==> src/rtl/wl_pkg.sv <==
package wl_pkg;
  typedef enum logic [1:0] {
    EST_MEAN = 2'd0,
    EST_EXP  = 2'd1,
    EST_LOOP = 2'd2,
    EST_LOOP_ALT = 2'd3
  } est_mode_e;
endpackage

==> src/rtl/wl_history.sv <==
module wl_history #(
  parameter int DEPTH = 8,
  parameter int DW    = 17,
  parameter int NTAP  = 1,
  parameter int LAG0  = 8,
  parameter int LAG1  = 8
) (
  input  logic                 clk,
  input  logic                 rst,
  input  logic                 we,
  input  logic [DW-1:0]        wdata,
  output logic [NTAP*DW-1:0]   taps
);
  localparam int AW = $clog2(DEPTH);

  logic [DW-1:0] mem [DEPTH];
  logic [AW-1:0] wptr;
  logic [AW:0]   fill;

  // storage without reset so it maps to distributed RAM
  always_ff @(posedge clk) begin
    if (we) mem[wptr] <= wdata;
  end

  always_ff @(posedge clk) begin
    if (rst) begin
      wptr <= '0;
      fill <= '0;
    end else if (we) begin
      wptr <= wptr + 1'b1;
      if (fill != (AW+1)'(DEPTH)) fill <= fill + 1'b1;
    end
  end

  // each tap returns the entry LAG writes back, zero while not yet written
  for (genvar t = 0; t < NTAP; t++) begin : g_tap
    localparam int LAG = (t == 0) ? LAG0 : LAG1;
    localparam logic [AW-1:0] OFF = AW'(LAG % DEPTH);
    assign taps[t*DW +: DW] = (fill >= (AW+1)'(LAG)) ? mem[wptr - OFF] : '0;
  end


  fill_bound_chk: assert property (@(posedge clk) disable iff (rst)
    fill <= (AW+1)'(DEPTH));

  fill_hold_chk: assert property (@(posedge clk) disable iff (rst)
    !we |=> $stable(fill));
endmodule

==> src/rtl/wl_loop_corr.sv <==
module wl_loop_corr #(
  parameter int EW     = 17,
  parameter int IW     = 20,
  parameter int AW     = 28,
  parameter int GW     = 4,
  parameter int LOG_WI = 3,
  parameter int LOG_WD = 2
) (
  input  logic signed [EW-1:0] cur_err,
  input  logic signed [EW-1:0] err_wi,
  input  logic signed [EW-1:0] err_wd,
  input  logic signed [IW-1:0] isum,
  input  logic [GW-1:0]        kp,
  input  logic [GW-1:0]        ki,
  input  logic [GW-1:0]        kd,
  output logic signed [IW-1:0] isum_nxt,
  output logic signed [AW-1:0] corr
);
  logic signed [IW-1:0] cur_i, old_i, i_term;
  logic signed [EW:0]   cur_d, old_d, d_diff, d_term;
  logic signed [AW-1:0] p_x, i_x, d_x, kp_x, ki_x, kd_x;

  assign cur_i    = cur_err;
  assign old_i    = err_wi;
  assign isum_nxt = isum + cur_i - old_i;
  assign i_term   = isum_nxt >>> LOG_WI;

  assign cur_d  = cur_err;
  assign old_d  = err_wd;
  assign d_diff = cur_d - old_d;
  assign d_term = d_diff >>> LOG_WD;

  assign p_x  = cur_err;
  assign i_x  = i_term;
  assign d_x  = d_term;
  assign kp_x = $signed({1'b0, kp});
  assign ki_x = $signed({1'b0, ki});
  assign kd_x = $signed({1'b0, kd});

  assign corr = kp_x * p_x + ki_x * i_x + kd_x * d_x;
endmodule

==> src/rtl/wl_predictor.sv <==
module wl_predictor #(
  parameter int DW  = 16,
  parameter int N   = 8,
  parameter int WI  = 8,
  parameter int WD  = 4,
  parameter int GW  = 4,
  parameter int SHW = 4
) (
  input  logic                 clk,
  input  logic                 rst,
  input  logic [1:0]           mode,
  input  logic [SHW-1:0]       ewa_shift,
  input  logic [GW-1:0]        kp,
  input  logic [GW-1:0]        ki,
  input  logic [GW-1:0]        kd,
  input  logic                 smp_valid,
  output logic                 smp_ready,
  input  logic [DW-1:0]        smp_cycles,
  output logic                 res_valid,
  input  logic                 res_ready,
  output logic [DW-1:0]        forecast,
  output logic signed [DW:0]   miss,
  output logic                 warmup
);
  import wl_pkg::*;

  localparam int EW     = DW + 1;
  localparam int LOG_N  = $clog2(N);
  localparam int LOG_WI = $clog2(WI);
  localparam int LOG_WD = $clog2(WD);
  localparam int D      = (WI > WD) ? WI : WD;
  localparam int WMAX   = (N > D) ? N : D;
  localparam int CW     = $clog2(WMAX + 1);
  localparam int SW     = DW + LOG_N;
  localparam int IW     = EW + LOG_WI;
  localparam int AW     = DW + GW + 12;
  localparam logic signed [AW-1:0] TOP_V = {{(AW-DW){1'b0}}, {DW{1'b1}}};

  est_mode_e md;
  assign md = est_mode_e'(mode);

  logic accept;
  assign smp_ready = !res_valid || res_ready;
  assign accept    = smp_valid && smp_ready;

  logic [SW-1:0]        ma_sum;
  logic signed [IW-1:0] isum;
  logic [CW-1:0]        cnt;

  // current miss
  logic signed [EW-1:0] err_c;
  assign err_c = $signed({1'b0, smp_cycles}) - $signed({1'b0, forecast});

  // histories
  logic [DW-1:0]   old_act;
  logic [2*EW-1:0] err_taps;

  wl_history #(.DEPTH(N), .DW(DW), .NTAP(1), .LAG0(N), .LAG1(N)) i_act_hist (
    .clk(clk), .rst(rst), .we(accept), .wdata(smp_cycles), .taps(old_act)
  );

  wl_history #(.DEPTH(D), .DW(EW), .NTAP(2), .LAG0(WI), .LAG1(WD)) i_err_hist (
    .clk(clk), .rst(rst), .we(accept), .wdata(err_c), .taps(err_taps)
  );

  // mean estimator
  logic [SW-1:0] ma_sum_nxt, ma_avg;
  assign ma_sum_nxt = ma_sum + SW'(smp_cycles) - SW'(old_act);
  assign ma_avg     = ma_sum_nxt >> LOG_N;

  // exponential estimator
  logic signed [EW-1:0] ewa_step;
  logic signed [AW-1:0] ewa_x, est_x;
  assign ewa_step = err_c >>> ewa_shift;
  assign ewa_x    = ewa_step;
  assign est_x    = $signed({{(AW-DW){1'b0}}, forecast});

  // correction loop
  logic signed [IW-1:0] isum_nxt;
  logic signed [AW-1:0] corr;

  wl_loop_corr #(.EW(EW), .IW(IW), .AW(AW), .GW(GW), .LOG_WI(LOG_WI), .LOG_WD(LOG_WD)) i_corr (
    .cur_err(err_c),
    .err_wi($signed(err_taps[EW-1:0])),
    .err_wd($signed(err_taps[2*EW-1:EW])),
    .isum(isum), .kp(kp), .ki(ki), .kd(kd),
    .isum_nxt(isum_nxt), .corr(corr)
  );

  // selection and clamp
  logic signed [AW-1:0] nxt;
  logic [DW-1:0]        nxt_sat;
  logic [CW-1:0]        cnt_nxt, win;

  always_comb begin
    case (md)
      EST_MEAN: nxt = $signed({{(AW-SW){1'b0}}, ma_avg});
      EST_EXP:  nxt = est_x + ewa_x;
      default:  nxt = est_x + corr;
    endcase
    if (nxt < 0)          nxt_sat = '0;
    else if (nxt > TOP_V) nxt_sat = '1;
    else                  nxt_sat = nxt[DW-1:0];
  end

  always_comb begin
    case (md)
      EST_MEAN: win = CW'(N);
      EST_EXP:  win = CW'(1);
      default:  win = CW'(D);
    endcase
    cnt_nxt = (cnt == CW'(WMAX)) ? cnt : cnt + 1'b1;
  end

  always_ff @(posedge clk) begin
    if (rst) begin
      forecast  <= '0;
      miss      <= '0;
      warmup    <= 1'b1;
      res_valid <= 1'b0;
      ma_sum    <= '0;
      isum      <= '0;
      cnt       <= '0;
    end else begin
      if (accept) begin
        forecast  <= nxt_sat;
        miss      <= err_c;
        warmup    <= (cnt_nxt < win);
        res_valid <= 1'b1;
        ma_sum    <= ma_sum_nxt;
        isum      <= isum_nxt;
        cnt       <= cnt_nxt;
      end else if (res_ready) begin
        res_valid <= 1'b0;
      end
    end
  end


  result_follows_chk: assert property (@(posedge clk) disable iff (rst)
    accept |=> res_valid);

  result_hold_chk: assert property (@(posedge clk) disable iff (rst)
    res_valid && !res_ready |=> res_valid && $stable(forecast) && $stable(miss));

  exp_copy_chk: assert property (@(posedge clk) disable iff (rst)
    accept && md == EST_EXP && ewa_shift == '0 |=> forecast == $past(smp_cycles));

  warm_hold_chk: assert property (@(posedge clk) disable iff (rst)
    !accept |=> $stable(warmup));
endmodule

==> config.mk <==
export PLATFORM = sky130hd
export DESIGN_NAME = wl_predictor
export DESIGN_NICKNAME = d
export VERILOG_FILES = /design/src/rtl/wl_pkg.sv /design/src/rtl/wl_history.sv /design/src/rtl/wl_loop_corr.sv /design/src/rtl/wl_predictor.sv
export SDC_FILE = /design/constraint.sdc
export NUM_CORES = 1
export LEC_CHECK = 0
export ABC_AREA = 1
export BUFFER_PORTS_ARGS = -buffer_cell sky130_fd_sc_hd__buf_2
export CAP_MARGIN = 20
export CORE_AREA = 2 2 268 296
export CTS_CLUSTER_DIAMETER = 100
export CTS_CLUSTER_SIZE = 20
export DETAILED_ROUTE_END_ITERATION = 8
export DIE_AREA = 0 0 270 298
export HOLD_SLACK_MARGIN = 0.12
export PLACE_DENSITY = 0.52
export SYNTH_ARGS = -nofsm -noshare
export SYNTH_HDL_FRONTEND = slang
export SYNTH_SLANG_ARGS = --single-unit
==> constraint.sdc <==
create_clock -name clk -period 18.7 [get_ports clk]
set_clock_uncertainty 0.2 [all_clocks]
set_input_delay 2.805 -clock clk [delete_from_list [all_inputs] [get_ports clk]]
set_output_delay 2.805 -clock clk [all_outputs]
set_load 0.02 [all_outputs]
==> flow_metrics.env <==
export IMPL_status="completed"
export IMPL_drv_slew=0
export IMPL_cp_required_ps=19010
export IMPL_post_cts_buffers=0
export IMPL_crit_arrival_ps=14330
export IMPL_cts_max_level=1
export IMPL_synth_net_count=4303
export IMPL_ys_ff_latch=362
export IMPL_layout_commonest_cell="inv_1"
export IMPL_cp_max_fo=16
export IMPL_clock_latency_ps=590
export IMPL_num_vias=25800
export IMPL_rsz0062_at_grt="false"
export IMPL_clk_pin_slew_ps=90
export IMPL_start_util=0.397
export IMPL_drtPass1Iterations=6
export IMPL_cap_viol_max_count=0
export IMPL_worst_setup_path_end_kind="flip-flop"
export IMPL_final_cell_area_um2=33000
export IMPL_cts_hold_buf=0
export IMPL_io_buffers=73
export IMPL_drc=0
export IMPL_clockRootBuffer="clkbuf_16"
export IMPL_relSlewSlack=0.251
export IMPL_place_ws_ps=4230
export IMPL_synth_distinct_cells=60
export IMPL_synth_async_reset_ratio=0
export IMPL_rows=107
export IMPL_initialDrtViolationCount=1989
export IMPL_crit_slowest_cell="fa_1"
export IMPL_finalSetupViolCount=0
export IMPL_die_width_um=270
export IMPL_dieArea_um2=80500
export IMPL_grt_pass1_wl_mm=148
export IMPL_grt_antenna_before_repair=5
export IMPL_hold_viol=0
export IMPL_grt_max_degree=73
export IMPL_hold_ws_ps=269
export IMPL_cts_tree="done"
export IMPL_wl_per_cell_um=19.8
export IMPL_hold_class="flip-flop to flip-flop"
export IMPL_pin_count=74
export IMPL_cts_buffers_inserted=24
export IMPL_syn_area_um2=30700
export IMPL_fillerInstances=7971
export IMPL_placed_area_um2=32200
export IMPL_final_cell_mix="inv_1, nand2_1, nor2_1"
export IMPL_ys_seq_area_frac=0.322
export IMPL_tightest_slew_ps=1120
export IMPL_layout_nets=4327
export IMPL_clockBufferDepth=3
export IMPL_setup_tns_final_ps=0
export IMPL_cts_sinks=362
export IMPL_fin_crit_ps=14020
export IMPL_grt_pass1_vias=24700
export IMPL_vias_per_cell=5.26
export IMPL_fmaxAchievable_mhz=71.3
export IMPL_grt_overflow_total=0
export IMPL_synth_flop_cell="edfxtp_1"
export IMPL_gp_congestion=0.915
export IMPL_yosysWarnings=0
export IMPL_cts_resized=0
export IMPL_setup_slack_ps=4680
export IMPL_startpoint_type="input port"
export IMPL_synth_edf_count=264
export IMPL_grt_usage=0.237
export IMPL_core_um2=77200
export IMPL_critPathKind="input port to flip-flop"
export IMPL_max_stage_delay_ps=540
export IMPL_ant_nets=0
export IMPL_synthCells=3826
export IMPL_cp_common_cell="nand2_1"
export IMPL_die_h_um=298
export IMPL_drive_above_1_share=0.0520
export IMPL_place_hpwl_mm=72.2
export IMPL_fin_crit_sh=0.750
export IMPL_synth_area_per_cell_um2=8.03
export IMPL_area_growth_pct=7.55
export IMPL_wl_mm=97.3
==> per-layer routing <==
metal  up-vias  GRT usage  wire (um)
li1      12600          -          -
met1     12400      0.316      42300
met2       639      0.416      48200
met3       119     0.0143       4140
met4         4     0.0661       2670
met5         -          0         22
==> kinds of logic after synthesis <==
group,count (synthesis),share of synthesized area
buf+inv,793,0.0978
flops,362,0.322
fa+ha+maj,439,0.228
xor+xnor,99,0.0290
compound gates,865,0.157
simple gates,1268,0.166
==> layout make-up <==
type,count,area [um^2],area share
multi-input combinational,2671,17800,0.540
sequential,362,9890,0.300
inverter,673,2530,0.0765
tap,1035,1290,0.0392
timing repair buffer,118,707,0.0214
clock buffer,37,671,0.0203
clock inverter,7,91.3,0.00277
antenna,2,5.00,0.000152
==> final timing paths <==
| path | slack (ps) | to | cells after the start | from |
|---|---|---|---|---|
| max | 4680 | forecast[6]$_SDFFE_PP0P_ | 55 | smp_cycles[2] |
| min | 270 | ma_sum[0]$_SDFFE_PP0P_ | 2 | ma_sum[0]$_SDFFE_PP0P_ |
| max reg2reg | 6300 | forecast[6]$_SDFFE_PP0P_ | 55 | forecast[1]$_SDFFE_PP0P_ |
| min reg2reg | 270 | ma_sum[0]$_SDFFE_PP0P_ | 2 | ma_sum[0]$_SDFFE_PP0P_ |
==> Yosys cell counts, types with 4 or more instances <==
library cell	instances	area, um^2
nand3_1	126	631
xor2_1	59	517
inv_2	7	26.3
nand2_1	592	2220
nand2_2	6	37.5
o21ai_0	364	1820
buf_2	4	20.0
edfxtp_1	264	7930
o22ai_1	17	106
nor3_1	14	70.1
a31oi_1	32	200
clkinv_1	9	33.8
dfxtp_1	98	1960
o31ai_1	4	30.0
ha_1	237	2970
nand3b_1	5	37.5
a21oi_1	295	1480
inv_1	657	2470
o211ai_1	78	586
xnor2_1	37	324
clkbuf_1	99	372
a21oi_2	4	35.0
nand4_1	20	125
o32ai_1	13	114
fa_1	202	4040
o21ai_1	13	65.1
or2_2	8	50.1
buf_1	13	48.8
o221ai_1	4	35.0
a21boi_0	4	30.0
a21o_1	10	75.1
o21bai_1	9	67.6
nor2_1	477	1790
==> stage by stage <==
stage / util / instances
after floorplan: - / 3826
after global placement: 0.417 / 4858
after detailed placement: 0.417 / 4858
after CTS: 0.427 / 4902
after global routing: 0.427 / 4905
final: 0.427 / 4905
==> state kept, by name, summed over array words and instances (netlist names), named ones only <==
| register | flops |
|---|---|
| i_err_hist.mem | 136 |
| cnt | 4 |
| isum | 20 |
| i_err_hist.fill | 4 |
| i_act_hist.wptr | 3 |
| i_act_hist.fill | 4 |
| forecast | 16 |
| res_valid | 1 |
| miss | 17 |
| i_act_hist.mem | 128 |
| ma_sum | 19 |
| i_err_hist.wptr | 3 |
| warmup | 1 |
==> worst max-delay path, delay by kind of cell <==
family                     cells  cell delay (ps)
and+or+nand+nor               24             3020
buffers and inverters          6              820
xor gates and xnor gates       3             1210
AOI/OAI and AO/OA             11             1830
adders and majority gates     11             4610
Power is left out: the tool's default activity adds up to more than one toggle a clock period on the data nets, which glitch-free logic cannot reach.
